--- config.mk ---
export PLATFORM = sky130hd
export DESIGN_NAME = freq_gen
export DESIGN_NICKNAME = d
export VERILOG_FILES = /design/src/rtl/freq_gen_pkg.sv /design/src/rtl/freq_gen_ctrl.sv /design/src/rtl/freq_gen_dp.sv /design/src/rtl/freq_gen.sv
export SDC_FILE = /design/constraint.sdc
export NUM_CORES = 1
export LEC_CHECK = 0
export ABC_AREA = 1
export BUFFER_PORTS_ARGS = -buffer_cell sky130_fd_sc_hd__buf_2
export CORE_ASPECT_RATIO = 0.9
export CORE_MARGIN = 5
export CORE_UTILIZATION = 57
export CTS_BUF_LIST = sky130_fd_sc_hd__clkbuf_8
export DETAILED_ROUTE_END_ITERATION = 7
export HOLD_SLACK_MARGIN = 0.03
export PLACE_DENSITY_LB_ADDON = 0.2
export SYNTH_ARGS = -nofsm -noshare
export SYNTH_HDL_FRONTEND = slang
export SYNTH_SLANG_ARGS = --single-unit
--- constraint.sdc ---
create_clock -name clk -period 2.57 [get_ports clk]
set_input_delay 0.257 -clock clk [delete_from_list [all_inputs] [get_ports clk]]
set_output_delay 0.257 -clock clk [all_outputs]
set_load 0.02 [all_outputs]
--- src/rtl/freq_gen_pkg.sv ---
package freq_gen_pkg;

  localparam int NUM_SRC = 3;

  // Internal source index; the tick vector is packed in this order.
  typedef enum logic [1:0] {
    SRC_AUX2 = 2'd0,
    SRC_CPU  = 2'd1,
    SRC_AUX  = 2'd2
  } srcSel_e;

  // Strobes from the control half to the counter half.
  typedef struct packed {
    logic tick;   // selected source advanced this cycle
    logic clear;  // generator idle: zero the counter, drive low
  } dpStrobe_t;

endpackage

--- src/rtl/freq_gen_ctrl.sv ---
module freq_gen_ctrl
  import freq_gen_pkg::*;
#(
  parameter int DIV_W = 8
) (
  input  logic                clk,
  input  logic                rstN,
  input  logic                extMode,
  input  logic                scaleBit,
  input  logic [DIV_W+1:0]    field,
  input  logic [NUM_SRC-1:0]  srcTicks,
  input  logic                wrapNow,
  output dpStrobe_t           strobe,
  output logic [DIV_W+1:0]    ratio,
  output logic                active
);

  localparam int RATIO_W = DIV_W + 2;

  logic [DIV_W-1:0]   divCode;
  logic [RATIO_W-1:0] unitRatio;
  logic [RATIO_W-1:0] evenRatio;

  logic               liveOn;
  srcSel_e            liveSrc;
  logic [RATIO_W-1:0] liveRatio;

  logic               activeOn;
  srcSel_e            activeSrc;
  logic [RATIO_W-1:0] activeRatio;
  logic               adopt;

  assign divCode   = field[RATIO_W-1:2];
  assign unitRatio = RATIO_W'(divCode) + RATIO_W'(1);
  assign evenRatio = unitRatio << 1;

  // Decode of the live slice in the variant picked by the mode input.
  always_comb begin
    liveOn    = 1'b0;
    liveSrc   = SRC_CPU;
    liveRatio = evenRatio;
    if (extMode) begin
      liveOn = (field[1:0] != 2'd0);
      unique case (field[1:0])
        2'd1:    liveSrc = SRC_AUX2;
        2'd2:    liveSrc = SRC_CPU;
        2'd3:    liveSrc = SRC_AUX;
        default: liveSrc = SRC_CPU;
      endcase
      liveRatio = scaleBit ? unitRatio : evenRatio;
    end else begin
      liveOn    = field[1];
      liveSrc   = field[0] ? SRC_AUX : SRC_CPU;
      liveRatio = evenRatio;
    end
  end

  // Settings move into the active copy only between output periods,
  // or at once while the generator is idle.
  assign adopt = !activeOn || wrapNow;

  always_ff @(posedge clk or negedge rstN) begin
    if (!rstN) begin
      activeOn    <= 1'b0;
      activeSrc   <= SRC_CPU;
      activeRatio <= RATIO_W'(2);
    end else if (adopt) begin
      activeOn    <= liveOn;
      activeSrc   <= liveSrc;
      activeRatio <= liveRatio;
    end
  end

  always_comb begin
    strobe.tick  = activeOn && srcTicks[activeSrc];
    strobe.clear = !activeOn;
  end

  assign ratio  = activeRatio;
  assign active = activeOn;

endmodule

--- src/rtl/freq_gen_dp.sv ---
module freq_gen_dp
  import freq_gen_pkg::*;
#(
  parameter int DIV_W = 8
) (
  input  logic             clk,
  input  logic             rstN,
  input  dpStrobe_t        strobe,
  input  logic [DIV_W+1:0] ratio,
  output logic             clkOut,
  output logic             wrapNow
);

  localparam int RATIO_W = DIV_W + 2;
  localparam int CNT_W   = RATIO_W - 1;

  logic [CNT_W-1:0]   phaseCnt;
  logic [RATIO_W-1:0] hiLen;
  logic               isUnit;
  logic               lastSlot;

  assign hiLen    = ratio >> 1;
  assign isUnit   = (ratio == RATIO_W'(1));
  assign lastSlot = ({1'b0, phaseCnt} == (ratio - RATIO_W'(1)));
  assign wrapNow  = strobe.tick && lastSlot;

  always_ff @(posedge clk or negedge rstN) begin
    if (!rstN) begin
      phaseCnt <= '0;
      clkOut   <= 1'b0;
    end else if (strobe.clear) begin
      phaseCnt <= '0;
      clkOut   <= 1'b0;
    end else if (isUnit) begin
      phaseCnt <= '0;
      clkOut   <= strobe.tick;
    end else if (strobe.tick) begin
      clkOut   <= ({1'b0, phaseCnt} < hiLen);
      phaseCnt <= lastSlot ? '0 : phaseCnt + CNT_W'(1);
    end
  end

endmodule

--- src/rtl/freq_gen.sv ---
module freq_gen
  import freq_gen_pkg::*;
#(
  parameter int NUM_GEN   = 3,
  parameter int DIV_W     = 8,
  parameter int REG_W     = 32,
  parameter int SCALE_POS = 30
) (
  input  logic               clk,
  input  logic               rstN,
  input  logic               extMode,
  input  logic               cpuTick,
  input  logic               auxTick,
  input  logic               aux2Tick,
  input  logic               wrEn,
  input  logic [REG_W-1:0]   wrData,
  output logic [REG_W-1:0]   rdData,
  output logic [NUM_GEN-1:0] genClk
);

  localparam int FIELD_W = DIV_W + 2;

  logic [REG_W-1:0]   ctrlReg;
  logic [NUM_SRC-1:0] srcTicks;
  logic [NUM_GEN-1:0] genActive;

  assign srcTicks = {auxTick, cpuTick, aux2Tick};

  always_ff @(posedge clk or negedge rstN) begin
    if (!rstN)     ctrlReg <= '0;
    else if (wrEn) ctrlReg <= wrData;
  end

  assign rdData = ctrlReg;

  for (genvar g = 0; g < NUM_GEN; g++) begin : g_gen
    dpStrobe_t          strobe;
    logic [FIELD_W-1:0] ratio;
    logic               wrapNow;

    freq_gen_ctrl #(.DIV_W(DIV_W)) u_ctrl (
      .clk      (clk),
      .rstN     (rstN),
      .extMode  (extMode),
      .scaleBit (ctrlReg[SCALE_POS]),
      .field    (ctrlReg[g*FIELD_W +: FIELD_W]),
      .srcTicks (srcTicks),
      .wrapNow  (wrapNow),
      .strobe   (strobe),
      .ratio    (ratio),
      .active   (genActive[g])
    );

    freq_gen_dp #(.DIV_W(DIV_W)) u_dp (
      .clk     (clk),
      .rstN    (rstN),
      .strobe  (strobe),
      .ratio   (ratio),
      .clkOut  (genClk[g]),
      .wrapNow (wrapNow)
    );
  end

endmodule

==> flow_summary.ini <==
[layout]
nets = 1090
drive_above_1_share_pct = 15.10
antennaDiodeCount = 0
area_growth_pct = 10.56

[global_routing]
track_usage_pct = 22.98
overflow = 0
grt_max_degree = 50
grt_pass1_vias = 5667
grt_pass1_wl_mm = 27.07
antenna_found_initial = 1

[synthesis]
ys_types = 40
synth_top_area_share_pct = 34.49
ys_seq_area_share_pct = 36.78
synth_area_sq_mm = 0.006893
yosysMostFrequentCell = nand2_1
synth-edff-count = 0
synthArstFlopShare_pct = 100.0
synth_ff_type = dfrtp_1
synth.avg_cell_area_sq_um = 7.279
synth_nets = 1022
yosysTopAreaCell = dfrtp_1
yosys-top-cells-count = nand2_1, inv_1, dfrtp_1, nand3_1, o21ai_0
synth-seq-cells = 101
synth_area_leaders = dfrtp_1, nand2_1, ha_1
syn_inst = 947
yosys_warnings = 0

[timing]
fin_crit_ns = 2.190
worst_slack_ns = 0.3804
fin_worst_skew_ns = 0.01545
hold_viol_final = 0
setup_violations = 0
slew_viol_final = 0
finalCritPeriodShare_pct = 85.20
fin_setup_tns_ns = 0
maxClockFrequency_mhz = 456.7
slew_headroom_pct = 51.09
worst_slew_pin_slew_ns = 0.7328
rsz0062_at_grt = no

[worst_setup_path]
critPathKind = reg -> reg
critPathSlowestCell = dfstp_2
start_kind = flip-flop
crit_chain = inv_1, ha_1, xor2_1, nand2_1, nor2_1, nand2_1, nor2_2, nand4_2, nand2_2, nand2_1, nand2_1
cp.required_ns = 2.91
crit_arrival_ns = 2.53
rr_worst_depth = 11
reg2reg_setup_slack_ns = 0.38
timing.rr.start = g_gen[1].u_ctrl.ratio[1]
cp_slowest_stage_delay_ns = 0.57
rr_endpoint = g_gen[1].u_ctrl.ratio[3]
crit_top_cell = nand2_1
critPathCaptureType = flip-flop
cp_num_buf_inv = 1
cp_top_family = simple AND/OR/NAND/NOR gates
cp_max_fo = 13

[pwr]
p_sw_share_pct = 46.43
p_comb_share_pct = 47.2
p_leak_nw = 3.928
seqPwrFrac_pct = 36.8
ir_worst_vdd_uv = 500.7
pwr-share-clk_pct = 16.0
cell_internal_pwr_mw = 3.957
p_switching_mw = 3.429
powerDensity_mw_per_mm2 = 969.2

[route]
antenna_left = 0
dr.pass1.iters = 7
post_drt_via_cell_ratio = 5.140
wl_per_cell_um = 13.44
vias = 6065
drt_iter0_markers = 394
wl_mm = 15.85
drc_errors = 0

[die]
boundaryPins = 74
fp-row-count = 38
start_util_pct = 57.76
die_area_sq_mm = 0.01440
die_height_um = 114.3
die_w_um = 125.9
core_area_sq_mm = 0.01193

[cts]
cts_resized = 0
cts_sinks = 101
clkTransAtPathRegs_ns = 0.11
cts_max_level = 3
cts_hold_buf = 1
cts_root_buf = clkbuf_8
postCtsSetupBuffers = 0
clockBufferDepth = 2
cts_buffers = 9
insertion_delay_ns = 0.39
cts_tree = built

[status]
status = complete, no violations

[worst_hold_path]
hold_end = rdData[2]
hold_start = wrData[2]
min-delay-path-class = in -> reg
hold_depth = 3

[placement]
dp_hpwl_mm = 12.30
port_buffers = 73
post-place-ws_ns = 0.4095
gp_congestion = 0.9108

[job]
cap_viol_max_count = 0
## cells by family (layout without fill, tap and decap cells)
| kind of cell | count (synthesis) | after routing | share of synthesized area [%] |
|---|---|---|---|
| AOI/OAI and AO/OA | 126 | 126 | 9.766 |
| DFF | 101 | 101 | 36.78 |
| adders and majority gates | 36 | 36 | 6.535 |
| muxes | 6 | 6 | 0.9801 |
| buffers and inverters | 140 | 213 | 8.459 |
| and+or+nand+nor | 485 | 485 | 30.75 |
| xor gates and xnor gates | 53 | 53 | 6.735 |
## power by group through the flow
stage / Sequential, mW / Combinational (mW) / Clock [mW]
final: 2.72 / 3.49 / 1.18
after floorplan: 2.59 / 2.79 / 0
after global routing: 2.80 / 4.06 / 1.27
after global placement: 2.73 / 3.40 / 0
after CTS: 2.71 / 3.49 / 1.22
after detailed placement: 2.73 / 3.46 / 0
## cell type report
type | instances | area [sq um]
sequential | 101 | 2535
tap | 160 | 200.2
clock inverter | 6 | 92.59
clock buffer | 10 | 137.6
multi-input combinational | 706 | 3775
timing repair buffer | 85 | 460.4
fill | 1094 | 4313
inverter | 112 | 420.4
## per-stage QoR
stage | cell area, sq um | power [mW] | util (%) | instances | hold WS (ns)
floorplan | 6893 | 5.377 | - | 947 | -0.03859
global placement | 7381 | 6.127 | 61.85 | 1163 | 0.3187
detailed placement | 7381 | 6.192 | 61.85 | 1163 | 0.3227
CTS | 7621 | 7.413 | 63.86 | 1180 | 0.05113
global route | 7621 | 8.125 | 63.86 | 1180 | 0.05754
finish | 7621 | 7.386 | 63.86 | 1180 | 0.07477
## placed cells by master, fill, tap and decap left out, drive strengths merged
master | synthesis | layout
a21o | 1 | 1
a21oi | 27 | 27
a31oi | 1 | 1
buf | 15 | 84
bufinv | 0 | 2
clkbuf | 13 | 10
dfrtp | 95 | 95
dfstp | 6 | 6
dlygate4sd3 | 0 | 1
ha | 36 | 36
inv | 112 | 116
mux2 | 6 | 6
nand2 | 302 | 302
nand3 | 93 | 93
nand4 | 5 | 5
nor2 | 74 | 74
nor3 | 6 | 6
nor3b | 1 | 1
nor4 | 4 | 4
o2111a | 1 | 1
o2111ai | 2 | 2
o211ai | 4 | 4
o21ai | 82 | 82
o21bai | 1 | 1
o22ai | 7 | 7
xnor2 | 14 | 14
xor2 | 39 | 39
## state kept, by name, indices dropped and copies added, names as in the netlist
register and count:
g_gen.u_ctrl.active 3, g_gen.u_dp.phaseCnt 27, g_gen.u_ctrl.ratio 30, g_gen.u_ctrl.activeSrc 6, g_gen.u_dp.clkOut 3, rdData 32
## metal layers
metal  share of wire, %  vias up  track usage, %
li1                   -     3167               -
met1                 51     2721           34.13
met2                 41      154           33.11
met3                6.4       21           5.784
met4                1.5        2           7.005
met5              0.082        -               0
## how the worst max path moves through the flow
stage                                  start                      endpoint  slack (ns)  depth (start not counted)
floorplan           g_gen[0].u_ctrl.ratio[1]      g_gen[0].u_ctrl.ratio[3]        0.67                         14
global placement    g_gen[0].u_ctrl.ratio[1]  g_gen[0].u_ctrl.activeSrc[1]        0.46                         14
detailed placement  g_gen[1].u_ctrl.ratio[1]      g_gen[1].u_ctrl.ratio[3]        0.41                         11
CTS                 g_gen[1].u_ctrl.ratio[1]      g_gen[1].u_ctrl.ratio[3]        0.39                         11
global route        g_gen[1].u_ctrl.ratio[1]      g_gen[1].u_ctrl.ratio[4]        0.16                         13
finish              g_gen[1].u_ctrl.ratio[1]      g_gen[1].u_ctrl.ratio[3]        0.38                         11
## worst register-to-register path, cell delays in order, from the launching register on
cell	delay (ns)
dfstp_2	0.57
inv_1	0.07
ha_1	0.28
xor2_1	0.16
nand2_1	0.07
nor2_1	0.12
nand2_1	0.08
nor2_2	0.12
nand4_2	0.22
nand2_2	0.28
nand2_1	0.10
nand2_1	0.07
No activity file was read; power rests on OpenSTA's default activity.
